--- src/rtl/tgt_timer_pkg.sv ---
package tgt_timer_pkg;

  localparam int unsigned REG_W = 16;
  localparam int unsigned CTL_W = 10;

  // mode register bit positions
  localparam int unsigned MB_STOP    = 0;
  localparam int unsigned MB_WRAP    = 3;
  localparam int unsigned MB_IRQ_TGT = 4;
  localparam int unsigned MB_IRQ_OVF = 5;
  localparam int unsigned MB_REPEAT  = 6;
  localparam int unsigned MB_ALT     = 8;
  localparam int unsigned MB_DIV     = 9;

  typedef enum logic [1:0] {
    RA_COUNT  = 2'd0,
    RA_MODE   = 2'd1,
    RA_TARGET = 2'd2,
    RA_NONE   = 2'd3
  } reg_addr_e;

endpackage

--- src/rtl/tgt_timer_tick_sel.sv ---
module tgt_timer_tick_sel #(
  parameter bit DIV_CAPABLE = 1'b1,
  parameter int DIV_FACTOR  = 8
) (
  input  logic clk,
  input  logic rst_n,
  input  logic restart,
  input  logic sys_tick,
  input  logic ext_tick,
  input  logic mode_stop,
  input  logic mode_alt,
  input  logic mode_div,
  output logic tick_o
);

  localparam int PRE_W = (DIV_FACTOR > 1) ? $clog2(DIV_FACTOR) : 1;
  localparam logic [PRE_W-1:0] PRE_LAST = PRE_W'(DIV_FACTOR - 1);

  generate
    if (DIV_CAPABLE) begin : g_div
      logic [PRE_W-1:0] pre_q, pre_d;
      logic             pre_adv;
      logic             unused_alt;

      assign unused_alt = mode_alt ^ ext_tick;
      assign pre_adv    = sys_tick & ~mode_stop;

      always_comb begin
        pre_d = pre_q;
        if (restart)
          pre_d = '0;
        else if (pre_adv)
          pre_d = (pre_q == PRE_LAST) ? '0 : pre_q + PRE_W'(1);
      end

      always_ff @(posedge clk or negedge rst_n) begin
        if (!rst_n)
          pre_q <= '0;
        else
          pre_q <= pre_d;
      end

      assign tick_o = pre_adv & (~mode_div | (pre_q == PRE_LAST));

      // a mode write restarts the prescaler
      a_r9_prescale_restart: assert property (@(posedge clk) disable iff (!rst_n)
        restart |=> (pre_q == '0))
        else $error("prescaler not restarted");

      // stop freezes the prescaler
      a_r3_stop_freezes: assert property (@(posedge clk) disable iff (!rst_n)
        (mode_stop && !restart) |=> $stable(pre_q))
        else $error("prescaler moved while stopped");
    end else begin : g_ext
      logic unused_div;

      assign unused_div = restart ^ mode_stop ^ mode_div;
      assign tick_o     = mode_alt ? ext_tick : sys_tick;
    end
  endgenerate

endmodule

--- src/rtl/tgt_timer_counter.sv ---
module tgt_timer_counter #(
  parameter int CNT_W = 16
) (
  input  logic             clk,
  input  logic             rst_n,
  input  logic             tick,
  input  logic             ld_zero,
  input  logic             ld_val,
  input  logic [CNT_W-1:0] wdata,
  input  logic [CNT_W-1:0] target,
  input  logic             wrap_en,
  output logic [CNT_W-1:0] cnt_o,
  output logic             hit_tgt_o,
  output logic             hit_ovf_o
);

  logic [CNT_W-1:0] cnt_q, cnt_d, nxt;
  logic             step;

  always_comb begin
    nxt       = cnt_q + CNT_W'(1);
    step      = tick & ~ld_zero & ~ld_val;
    hit_tgt_o = step & (nxt == target);
    hit_ovf_o = step & (cnt_q == {CNT_W{1'b1}});
    cnt_d     = cnt_q;
    if (ld_zero)
      cnt_d = '0;
    else if (ld_val)
      cnt_d = wdata;
    else if (step)
      cnt_d = (hit_tgt_o && wrap_en) ? '0 : nxt;
  end

  always_ff @(posedge clk or negedge rst_n) begin
    if (!rst_n)
      cnt_q <= '0;
    else
      cnt_q <= cnt_d;
  end

  assign cnt_o = cnt_q;

  // mode write zeroes count
  a_r9_mode_write_zeroes: assert property (@(posedge clk) disable iff (!rst_n)
    ld_zero |=> (cnt_q == '0))
    else $error("count not zero after mode write");

  // count write wins over a tick
  a_r11_load_wins: assert property (@(posedge clk) disable iff (!rst_n)
    (ld_val && !ld_zero) |=> (cnt_q == $past(wdata)))
    else $error("count load lost");

  // without tick or load the count holds (covers target writes)
  a_r10_hold_idle: assert property (@(posedge clk) disable iff (!rst_n)
    (!tick && !ld_zero && !ld_val) |=> $stable(cnt_q))
    else $error("count moved without tick");

  // wrap on target returns to zero
  a_r4_wrap_at_target: assert property (@(posedge clk) disable iff (!rst_n)
    (hit_tgt_o && wrap_en) |=> (cnt_q == '0))
    else $error("no wrap at target");

endmodule

--- src/rtl/tgt_timer_status.sv ---
module tgt_timer_status
  import tgt_timer_pkg::*;
(
  input  logic             clk,
  input  logic             rst_n,
  input  logic             wr_mode,
  input  logic             rd_mode,
  input  logic [CTL_W-1:0] wdata,
  input  logic             hit_tgt,
  input  logic             hit_ovf,
  output logic [REG_W-1:0] mode_o,
  output logic             irq_o
);

  logic [CTL_W-1:0] ctl_q, ctl_d;
  logic evt_q, evt_d, ftgt_q, ftgt_d, fovf_q, fovf_d;
  logic fired_q, fired_d, irq_q, irq_d;
  logic want_irq;

  always_comb begin
    ctl_d    = wr_mode ? wdata : ctl_q;
    want_irq = (hit_tgt & ctl_q[MB_IRQ_TGT]) | (hit_ovf & ctl_q[MB_IRQ_OVF]);
    irq_d    = ~wr_mode & want_irq & (ctl_q[MB_REPEAT] | ~fired_q);
    if (wr_mode) begin
      evt_d   = 1'b0;
      ftgt_d  = 1'b0;
      fovf_d  = 1'b0;
      fired_d = 1'b0;
    end else begin
      evt_d   = evt_q | hit_tgt | hit_ovf;
      ftgt_d  = hit_tgt | (ftgt_q & ~rd_mode);
      fovf_d  = hit_ovf | (fovf_q & ~rd_mode);
      fired_d = fired_q | irq_d;
    end
  end

  always_ff @(posedge clk or negedge rst_n) begin
    if (!rst_n) begin
      ctl_q   <= '0;
      evt_q   <= 1'b0;
      ftgt_q  <= 1'b0;
      fovf_q  <= 1'b0;
      fired_q <= 1'b0;
      irq_q   <= 1'b0;
    end else begin
      ctl_q   <= ctl_d;
      evt_q   <= evt_d;
      ftgt_q  <= ftgt_d;
      fovf_q  <= fovf_d;
      fired_q <= fired_d;
      irq_q   <= irq_d;
    end
  end

  assign mode_o = {3'b000, fovf_q, ftgt_q, evt_q, ctl_q};
  assign irq_o  = irq_q;

  // one-shot style never pulses twice in a row
  a_r8_one_shot_single: assert property (@(posedge clk) disable iff (!rst_n)
    (irq_q && !ctl_q[MB_REPEAT] && !wr_mode) |=> !irq_q)
    else $error("second one-shot pulse");

  // read clears hit-kind bits when no new hit
  a_r6_read_clears: assert property (@(posedge clk) disable iff (!rst_n)
    (rd_mode && !wr_mode && !hit_tgt && !hit_ovf) |=> (!ftgt_q && !fovf_q))
    else $error("flags survived mode read");

  // event bit is sticky until mode write
  a_r5_evt_sticky: assert property (@(posedge clk) disable iff (!rst_n)
    (evt_q && !wr_mode) |=> evt_q)
    else $error("event bit lost");

  // mode write rearms and cancels pulse
  a_r9_rearm: assert property (@(posedge clk) disable iff (!rst_n)
    wr_mode |=> (!fired_q && !irq_q))
    else $error("not rearmed");

endmodule

--- src/rtl/tgt_timer.sv ---
module tgt_timer
  import tgt_timer_pkg::*;
#(
  parameter bit DIV_CAPABLE = 1'b1,
  parameter int DIV_FACTOR  = 8
) (
  input  logic             clk,
  input  logic             rst_n,
  input  logic             sys_tick_en,
  input  logic             ext_tick_en,
  input  logic             bus_wr,
  input  logic             bus_rd,
  input  logic [1:0]       bus_addr,
  input  logic [REG_W-1:0] bus_wdata,
  output logic [REG_W-1:0] bus_rdata,
  output logic             irq
);

  logic [1:0]       rst_sync_q;
  logic             rst_core_n;
  logic             wr_cnt, wr_mode, wr_tgt, rd_mode;
  logic             tick;
  logic [REG_W-1:0] tgt_q, tgt_d, cnt, mode;
  logic             hit_tgt, hit_ovf;
  reg_addr_e        addr;

  // asynchronous assert, synchronous release
  always_ff @(posedge clk or negedge rst_n) begin
    if (!rst_n)
      rst_sync_q <= 2'b00;
    else
      rst_sync_q <= {rst_sync_q[0], 1'b1};
  end
  assign rst_core_n = rst_sync_q[1];

  always_comb begin
    addr    = reg_addr_e'(bus_addr);
    wr_cnt  = bus_wr & (addr == RA_COUNT);
    wr_mode = bus_wr & (addr == RA_MODE);
    wr_tgt  = bus_wr & (addr == RA_TARGET);
    rd_mode = bus_rd & (addr == RA_MODE);
    tgt_d   = wr_tgt ? bus_wdata : tgt_q;
  end

  always_ff @(posedge clk or negedge rst_core_n) begin
    if (!rst_core_n)
      tgt_q <= '0;
    else
      tgt_q <= tgt_d;
  end

  tgt_timer_tick_sel #(
    .DIV_CAPABLE (DIV_CAPABLE),
    .DIV_FACTOR  (DIV_FACTOR)
  ) u_tick (
    .clk       (clk),
    .rst_n     (rst_core_n),
    .restart   (wr_mode),
    .sys_tick  (sys_tick_en),
    .ext_tick  (ext_tick_en),
    .mode_stop (mode[MB_STOP]),
    .mode_alt  (mode[MB_ALT]),
    .mode_div  (mode[MB_DIV]),
    .tick_o    (tick)
  );

  tgt_timer_counter #(
    .CNT_W (REG_W)
  ) u_cnt (
    .clk       (clk),
    .rst_n     (rst_core_n),
    .tick      (tick),
    .ld_zero   (wr_mode),
    .ld_val    (wr_cnt),
    .wdata     (bus_wdata),
    .target    (tgt_q),
    .wrap_en   (mode[MB_WRAP]),
    .cnt_o     (cnt),
    .hit_tgt_o (hit_tgt),
    .hit_ovf_o (hit_ovf)
  );

  tgt_timer_status u_stat (
    .clk     (clk),
    .rst_n   (rst_core_n),
    .wr_mode (wr_mode),
    .rd_mode (rd_mode),
    .wdata   (bus_wdata[CTL_W-1:0]),
    .hit_tgt (hit_tgt),
    .hit_ovf (hit_ovf),
    .mode_o  (mode),
    .irq_o   (irq)
  );

  always_comb begin
    bus_rdata = '0;
    if (bus_rd) begin
      unique case (addr)
        RA_COUNT:  bus_rdata = cnt;
        RA_MODE:   bus_rdata = mode;
        RA_TARGET: bus_rdata = tgt_q;
        default:   bus_rdata = '0;
      endcase
    end
  end

  // target write takes the bus data
  a_r10_target_load: assert property (@(posedge clk) disable iff (!rst_core_n)
    wr_tgt |=> (tgt_q == $past(bus_wdata)))
    else $error("target not loaded");

endmodule

--- config.mk ---
export PLATFORM = sky130hd
export DESIGN_NAME = tgt_timer
export DESIGN_NICKNAME = d
export VERILOG_FILES = /design/src/rtl/tgt_timer_pkg.sv /design/src/rtl/tgt_timer_tick_sel.sv /design/src/rtl/tgt_timer_counter.sv /design/src/rtl/tgt_timer_status.sv /design/src/rtl/tgt_timer.sv
export SDC_FILE = /design/constraint.sdc
export NUM_CORES = 1
export LEC_CHECK = 0
export ABC_AREA = 1
export BUFFER_PORTS_ARGS = -buffer_cell sky130_fd_sc_hd__buf_2
export CAP_MARGIN = 20
export CORE_AREA = 2 2 107 109
export CTS_BUF_LIST = sky130_fd_sc_hd__clkbuf_16
export DETAILED_ROUTE_END_ITERATION = 7
export DIE_AREA = 0 0 109 111
export GPL_TIMING_DRIVEN = 0
export MAX_ROUTING_LAYER = met4
export PLACE_DENSITY = 0.62
export SETUP_SLACK_MARGIN = 0.3
export SLEW_MARGIN = 5
export SYNTH_ARGS = -nofsm -noshare
export SYNTH_HDL_FRONTEND = slang
export SYNTH_HIERARCHICAL = 1
export SYNTH_SLANG_ARGS = --single-unit
--- constraint.sdc ---
create_clock -name clk -period 2.1 [get_ports clk]
set_input_delay 0.42 -clock clk [delete_from_list [all_inputs] [get_ports clk]]
set_output_delay 0.42 -clock clk [all_outputs]
set_load 0.05 [all_outputs]
### After elaboration in Yosys (flattened, before gate mapping)

Cells that the tools add are included.

| word-level totals | value |
|---|---|
| input port bits | 24 |
| output and inout port bits | 17 |
| bits in registers | 52 |
| logic and storage cells | 64 |

| cells by class | value |
|---|---|
| eq/ne operators | 5 |
| reduce and logical (&&, ||, !) cells | 4 |
| bitwise gates (word level) | 30 |
| multiplexer cells | 13 |
| $add $sub $neg | 2 |

Operators with widths:

| operator | count |
|---|---|
| 16-bit two-way mux | 5 |
| 16-bit case mux with 3 select lines | 1 |
| 16-bit by 1-bit adder with 16-bit output (second input constant) | 1 |
| 1-bit AND | 16 |
| 16-bit equality test | 1 |
| 16-bit equality test (second input constant) | 1 |
| 3-bit two-way mux | 3 |
| 1-bit OR | 8 |
| 1-bit inverter | 6 |
| 1-bit two-way mux | 4 |
| 3-bit by 1-bit adder with 3-bit output (second input constant) | 1 |
| 3-bit equality test (second input constant) | 1 |
| 3-bit nonzero test | 1 |
| 2-bit by 1-bit equality test with 1-bit output (second input constant) | 1 |
| 2-bit equality test (second input constant) | 1 |
| 2-bit zero test | 1 |
| 2-bit nonzero test | 1 |
| 1-bit logical AND | 1 |

### Longest topological paths before layout

| logic depth | value |
|---|---|
| depth after elaboration | 12 |
| depth in mapped cells | 20 |
| depth with buffers taken out | 17 |

### By module

Netlist, hierarchy kept.

By module, submodules not included:

| module | area an instance (sq um) | cells an instance | seq. area each (sq um) | times used |
|---|---|---|---|---|
| tgt_timer_counter | 1715.4 | 309 | 400.4 | 1 |
| tgt_timer | 1194.9 | 185 | 450.4 | 1 |
| tgt_timer_status | 648.1 | 75 | 375.4 | 1 |
| tgt_timer_tick_sel | 182.7 | 24 | 75.1 | 1 |

### Least setup slack after synthesis

OpenSTA, ideal clock, no wires.

| timing | value |
|---|---|
| path type | input to register |
| start point | input port bus_addr[0] |
| end point | register u_stat.irq_q (netlist: u_stat/irq_o) |
| path buffers | 3 |
| stages | 17 |
| arrival time | 2371 ps |
| setup slack | -342 ps |
| library setup time | 71 ps |
| data required time | 2029 ps |
| cell sequence | buf_2 -> buf_2 -> nor3_1 -> clkbuf_1 -> nor2_1 -> inv_1 -> nor2_1 -> nand2_1 -> nor2_1 -> nand3_1 -> nor2_1 -> nand3_1 -> nor4_1 -> nand2_1 -> nand2_1 -> inv_1 -> nor2_1 |

| on the way | value |
|---|---|
| elaborated cells on any way between the ends | 15 |
| those cells by class | eq/ne (1); bitwise (13); reduce/logical (1) |

RTL lines:

| element | line | text |
|---|---|---|
| start: declaration | tgt_timer.sv:13 | `input logic [1:0] bus_addr,` |
| 2-bit zero test | tgt_timer.sv:38 | `wr_cnt = bus_wr & (addr == RA_COUNT);` |
| 1-bit AND | tgt_timer.sv:38 |  |
| via wr_cnt | tgt_timer.sv:21 | `logic wr_cnt, wr_mode, wr_tgt, rd_mode;` |
| 1-bit inverter | tgt_timer_counter.sv:22 | `step = tick & ~ld_zero & ~ld_val;` |
| 1-bit AND | tgt_timer_counter.sv:22 |  |
| 1-bit AND | tgt_timer_counter.sv:23 | `hit_tgt_o = step & (nxt == target);` |
| via hit_tgt | tgt_timer.sv:24 | `logic hit_tgt, hit_ovf;` |
| 1-bit AND | tgt_timer_status.sv:22 | `want_irq = (hit_tgt & ctl_q[MB_IRQ_TGT]) \| (hit_ovf & ctl_q[MB_IRQ_OVF]);` |
| 1-bit OR | tgt_timer_status.sv:22 |  |
| 1-bit AND (2 in a row) | tgt_timer_status.sv:23 | `irq_d = ~wr_mode & want_irq & (ctl_q[MB_REPEAT] \| ~fired_q);` |
| via u_stat.irq_d | tgt_timer_status.sv:17 | `logic fired_q, fired_d, irq_q, irq_d;` |
| end signal: assignment | tgt_timer_status.sv:51 | `irq_q <= irq_d;` |
| end: declaration | tgt_timer_status.sv:17 |  |

The timed path passes the listed nets, and every way through them passes these cells.
A chain may end at the register's enable or synchronous reset.

### Worst setup path after layout

| timing | value |
|---|---|
| start point | register u_cnt.cnt_q[0] (netlist: u_cnt/cnt_o[0]) |
| end point | register u_cnt.cnt_q[4] (netlist: u_cnt/cnt_o[4]) |

| on the way | value |
|---|---|
| longest elaborated chain between the ends | 8 |

Ends and longest elaborated chain:

| element | line | text |
|---|---|---|
| start: declaration | tgt_timer_counter.sv:17 | `logic [CNT_W-1:0] cnt_q, cnt_d, nxt;` |
| start signal: assignment | tgt_timer_counter.sv:38 | `cnt_q <= cnt_d;` |
| 16-bit by 1-bit adder with 16-bit output * | tgt_timer_counter.sv:21 | `nxt = cnt_q + CNT_W'(1);` |
| 16-bit equality test | tgt_timer_counter.sv:23 |  |
| 1-bit AND | tgt_timer_counter.sv:23 |  |
| 1-bit logical AND | tgt_timer_counter.sv:31 | `cnt_d = (hit_tgt_o && wrap_en) ? '0 : nxt;` |
| 16-bit two-way mux * | tgt_timer_counter.sv:31 |  |
| 16-bit two-way mux * | tgt_timer_counter.sv:30 | `else if (step)` |
| 16-bit two-way mux * | tgt_timer_counter.sv:28 | `else if (ld_val)` |
| 16-bit two-way mux * | tgt_timer_counter.sv:26 | `if (ld_zero)` |

Every way passes the cells marked *; elsewhere a longest branch is shown, timed or not. The select of a mux whose other input is x is not followed.

==> impl_summary.log <==
[metrics] sequential element share of the synthesized area: 34.8%
[metrics] diode count: 0
[metrics] Final Setup Violations: 20
[metrics] hold violation total from the final report: 0
[metrics] via count of the routed design: 4013
[metrics] top post-synthesis cells by area: sky130_fd_sc_hd__dfrtp_1, sky130_fd_sc_hd__nand2_1, sky130_fd_sc_hd__nand3_1
[metrics] area fraction of the dominant cell type after synthesis: 34.8%
[metrics] crit-path leading delay family: simple AND/OR/NAND/NOR gates
[metrics] detailed-route wire length: 11.9 mm
[metrics] non-filler instance count after layout: 807
[metrics] count of standard-cell rows: 39
[metrics] launching element type of the critical path: flip-flop
[metrics] final critical-path required period: 2.38 ns
[metrics] die height: 111 um
[metrics] die area: 0.0121 mm2
[metrics] area of placed instances: 0.00424 mm2
[metrics] average size of a mapped cell: 6.31 um2
[metrics] Total Power: 0.00403 W
[metrics] area taken by flip-flops and latches: 0.00131 mm2
[metrics] detailed-route wire length per cell: 14.8 um
[metrics] Layout area overhead: 36.5%
[metrics] I/O pin cnt: 41
[metrics] final design instance area without fill: 0.00511 mm2
[metrics] Setup crit end kind: flip-flop
[metrics] post-synthesis cell count: 593
[metrics] max frequency: 0.419 GHz
[metrics] Die Wd: 109 um
[metrics] area fraction in and, or, nand and nor cells after synthesis: 46.5%
[metrics] floorplan core area: 0.0111 mm2
[metrics] worst setup path class: flip-flop to flip-flop
[metrics] combinational family with the most area after synthesis: simple AND/OR/NAND/NOR gates
[metrics] count of buffers from port buffering: 38
[metrics] number of buffer and inverter stages on the critical path: 1
[metrics] Pre-Repair DR Iteration Count: 5
[metrics] unrepaired setup endpoints after global routing: true
[metrics] TritonCTS clock tree: built
[metrics] CTS Root Buffer Type: sky130_fd_sc_hd__clkbuf_16
[metrics] share of synthesized cell area in full adder, half adder and majority cells: 1.00%
[metrics] # clock sinks: 52
[metrics] worst slack on hold paths: 0.349 ns
[metrics] final core area utilization: 46.1%
[metrics] Peak VDD IR: 380 uV
[metrics] leakage power figure: 2.75 nW
[metrics] sum of net half-perimeters after detailed placement: 8.67 mm
[metrics] xor-xnor portion of the synthesized cell area: 0.468%
[metrics] GRT Overall Usage: 20.6%
[metrics] initial detailed-routing violation count: 268
[metrics] global route overflow: 0
[metrics] pin count of the biggest net entering global routing: 32
[metrics] max_cap viols: 0
[metrics] global-route wire length before repair: 18.9 mm
[metrics] setup slack after layout: -0.284 ns
[metrics] number of global-route vias before repair: 3850
[metrics] cell type with the highest aggregate area in the netlist: sky130_fd_sc_hd__dfrtp_1
[metrics] startpoint of the most critical setup path: u_cnt/cnt_o[0]$_DFFE_PN0P_
[metrics] worst clock skew: 0.00817 ns
[metrics] area occupied by multi-input gates: 0.00232 mm2
[metrics] Most common cell on crit path: sky130_fd_sc_hd__nand2_1
[metrics] via count normalized by instance count: 4.97
[metrics] mux cell area share after synthesis: 0%
[metrics] initial standard-cell utilization of the core: 33.8%
[metrics] number of distinct standard cells referenced by the synthesized netlist: 29
[metrics] worst-case clock buffer depth: 2
[metrics] initial antenna violation count: 0
[metrics] run status: complete, but fails checks
[metrics] violated checks: negative setup slack
[metrics] Warnings, synthesis: 6
[metrics] transition time of the tightest slew-check pin: 0.763 ns
[metrics] classification of the worst-slack hold path: flip-flop to async pin
[metrics] DP Cell Count: 777
[metrics] Req. time, crit path: 2.29 ns
[metrics] fillers: 1085
[metrics] final worst-path cycle share: 114%
[metrics] total CTS buffers: 5
[metrics] crit path max-delay cell type: sky130_fd_sc_hd__dfrtp_2
[metrics] relative max-transition margin: 49.1%
[metrics] clock edge transition at the registers on the reported setup and hold paths: 0.07 ns
[metrics] Max FO, Critical Path: 7
[metrics] CP arrival: 2.58 ns
[metrics] Largest stage delay, worst path: 0.40 ns
[metrics] post-synthesis register bit count: 52
[metrics] clock latency at the later pin of the worst-skew pair: 0.30 ns
[metrics] synthesized-area fraction occupied by ao, oa, aoi and oai cells: 4.52%
[metrics] fraction of final layout cells with drive strength greater than 1: 32.4%
[metrics] series of cell instances along the critical path: ha_2 > nand2_2 > nor2_4 > nand3_1 > nand2_1 > nand2_1 > nand2_1 > nand2_1 > nor2_2 > nand2_2 > nor2_4 > nand3_4 > clkbuf_16 > nand2_4 > nand2_2 > nand2_1 > nand2_1
[metrics] origin of the critical flop-to-flop path: u_cnt/cnt_o[0]$_DFFE_PN0P_
[metrics] placer congestion estimate: 0.916
[metrics] H-tree depth: 2
[metrics] synthesized cell area: 0.00374 mm2
[metrics] nets@finish: 690
[metrics] DRC violation count after routing: 0
[metrics] Antenna Violating Nets Remaining: 0
[metrics] Pins Over Slew Limit: 0
[metrics] power density cells: 789 mW/mm2
[cell type report]
class	count	area share [%]
repair buffers	61	11.8
well taps	143	3.50
flip-flops and latches	52	25.6
plain buffers	27	4.63
inverters	80	6.15
clock inverters	3	0.392
clock buffers	5	2.45
multi-input cells	436	45.5
[cell usage after synthesis (all sizes together)]
master,count
o21bai,1
nor3,1
nand3,83
o21ai,21
buf,22
conb,2
dfrtp,52
nand4,6
inv,78
clkinv,2
clkbuf,5
a21oi,9
nand3b,3
a21boi,1
ha,3
nand2,255
nor4,2
nor2,45
xnor2,2
[sequential cells by signal, indices dropped and copies added, names as in the netlist]
register,cells
tgt_q,16
u_cnt/cnt_o,16
u_stat/ctl_q,10
u_tick/g_div.pre_q,3
rst_sync_q,2
u_stat/evt_q,1
u_stat/fired_q,1
u_stat/fovf_q,1
u_stat/ftgt_q,1
u_stat/irq_o,1
[per-stage QoR]
stage	TNS [ns]	worst slack [ns]
finish	-5.01	-0.284
global route	-8.23	-0.438
detailed placement	-12.64	-0.685
global placement	-16.49	-0.624
CTS	-5.00	-0.299
floorplan	-0.761	-0.0769
[report_power, final]
group	switching, W	total [W]	internal, W
combinational	0.000985	0.00164	0.000654
clock	0.000395	0.000835	0.000441
sequential	0.000344	0.00155	0.00121
total	0.00172	0.00403	0.00231
[what timing repair did]
item / in CTS / in global routing
buffers inserted: 12 / 7
hold buffers: 1 / 0
pin swaps: 25 / 25
gates cloned: 1 / 1
gates resized for setup: 98 / 66
setup endpoints to repair: 37 / 37
endpoints found under the hold margin: 2 / 0
[path summary, 6_finish.rpt]
kind | depth (start not counted) | to | slack [ns]
max in group asynchronous | 1 | tgt_q[13]$_DFFE_PN0P_ | 1.18
max | 17 | u_cnt/cnt_o[4]$_DFFE_PN0P_ | -0.28
max reg2reg | 17 | u_cnt/cnt_o[4]$_DFFE_PN0P_ | -0.28
min | 0 | u_stat/irq_o$_DFF_PN0_ | 0.35
min in group clk | 0 | rst_sync_q[1]$_DFF_PN0_ | 0.35
min reg2reg | 0 | u_stat/irq_o$_DFF_PN0_ | 0.35
[worst reg2reg max path: cells and delay by family (launching register included)]
family	cells	cell delay, ns
and+or+nand+nor	15	1.48
adders and majority gates	1	0.21
DFF	1	0.40
buffers and inverters	1	0.21
[per-layer routing]
| layer | wire length (um) | GRT usage, % |
|---|---|---|
| met1 | 5430 | 27.4 |
| met2 | 5620 | 31.8 |
| met3 | 595 | 3.35 |
| met4 | 301 | 6.67 |
| met5 | 0 | - |
[cell families after synthesis]
| logic type | after synthesis |
|---|---|
| buf+inv | 107 |
| flops | 52 |
| fa+ha+maj | 3 |
| compound gates | 32 |
| other cells | 2 |
| simple gates | 395 |
| xor+xnor | 2 |
[placed cells by master, fill, tap and decap left out, drive strengths merged]
cell and count:
a21boi 1, nor2 45, nand3 83, nor3 1
inv 78, dfrtp 52, nand4 6, o21bai 1
clkinv 4, a21oi 9, nor4 2, conb 4
nand2 255, dlygate4sd3 1, clkbuf 11, xnor2 2
o21ai 21, buf 81, ha 3, clkinvlp 1
nand3b 3
No activity file was read; power rests on OpenSTA's default activity.
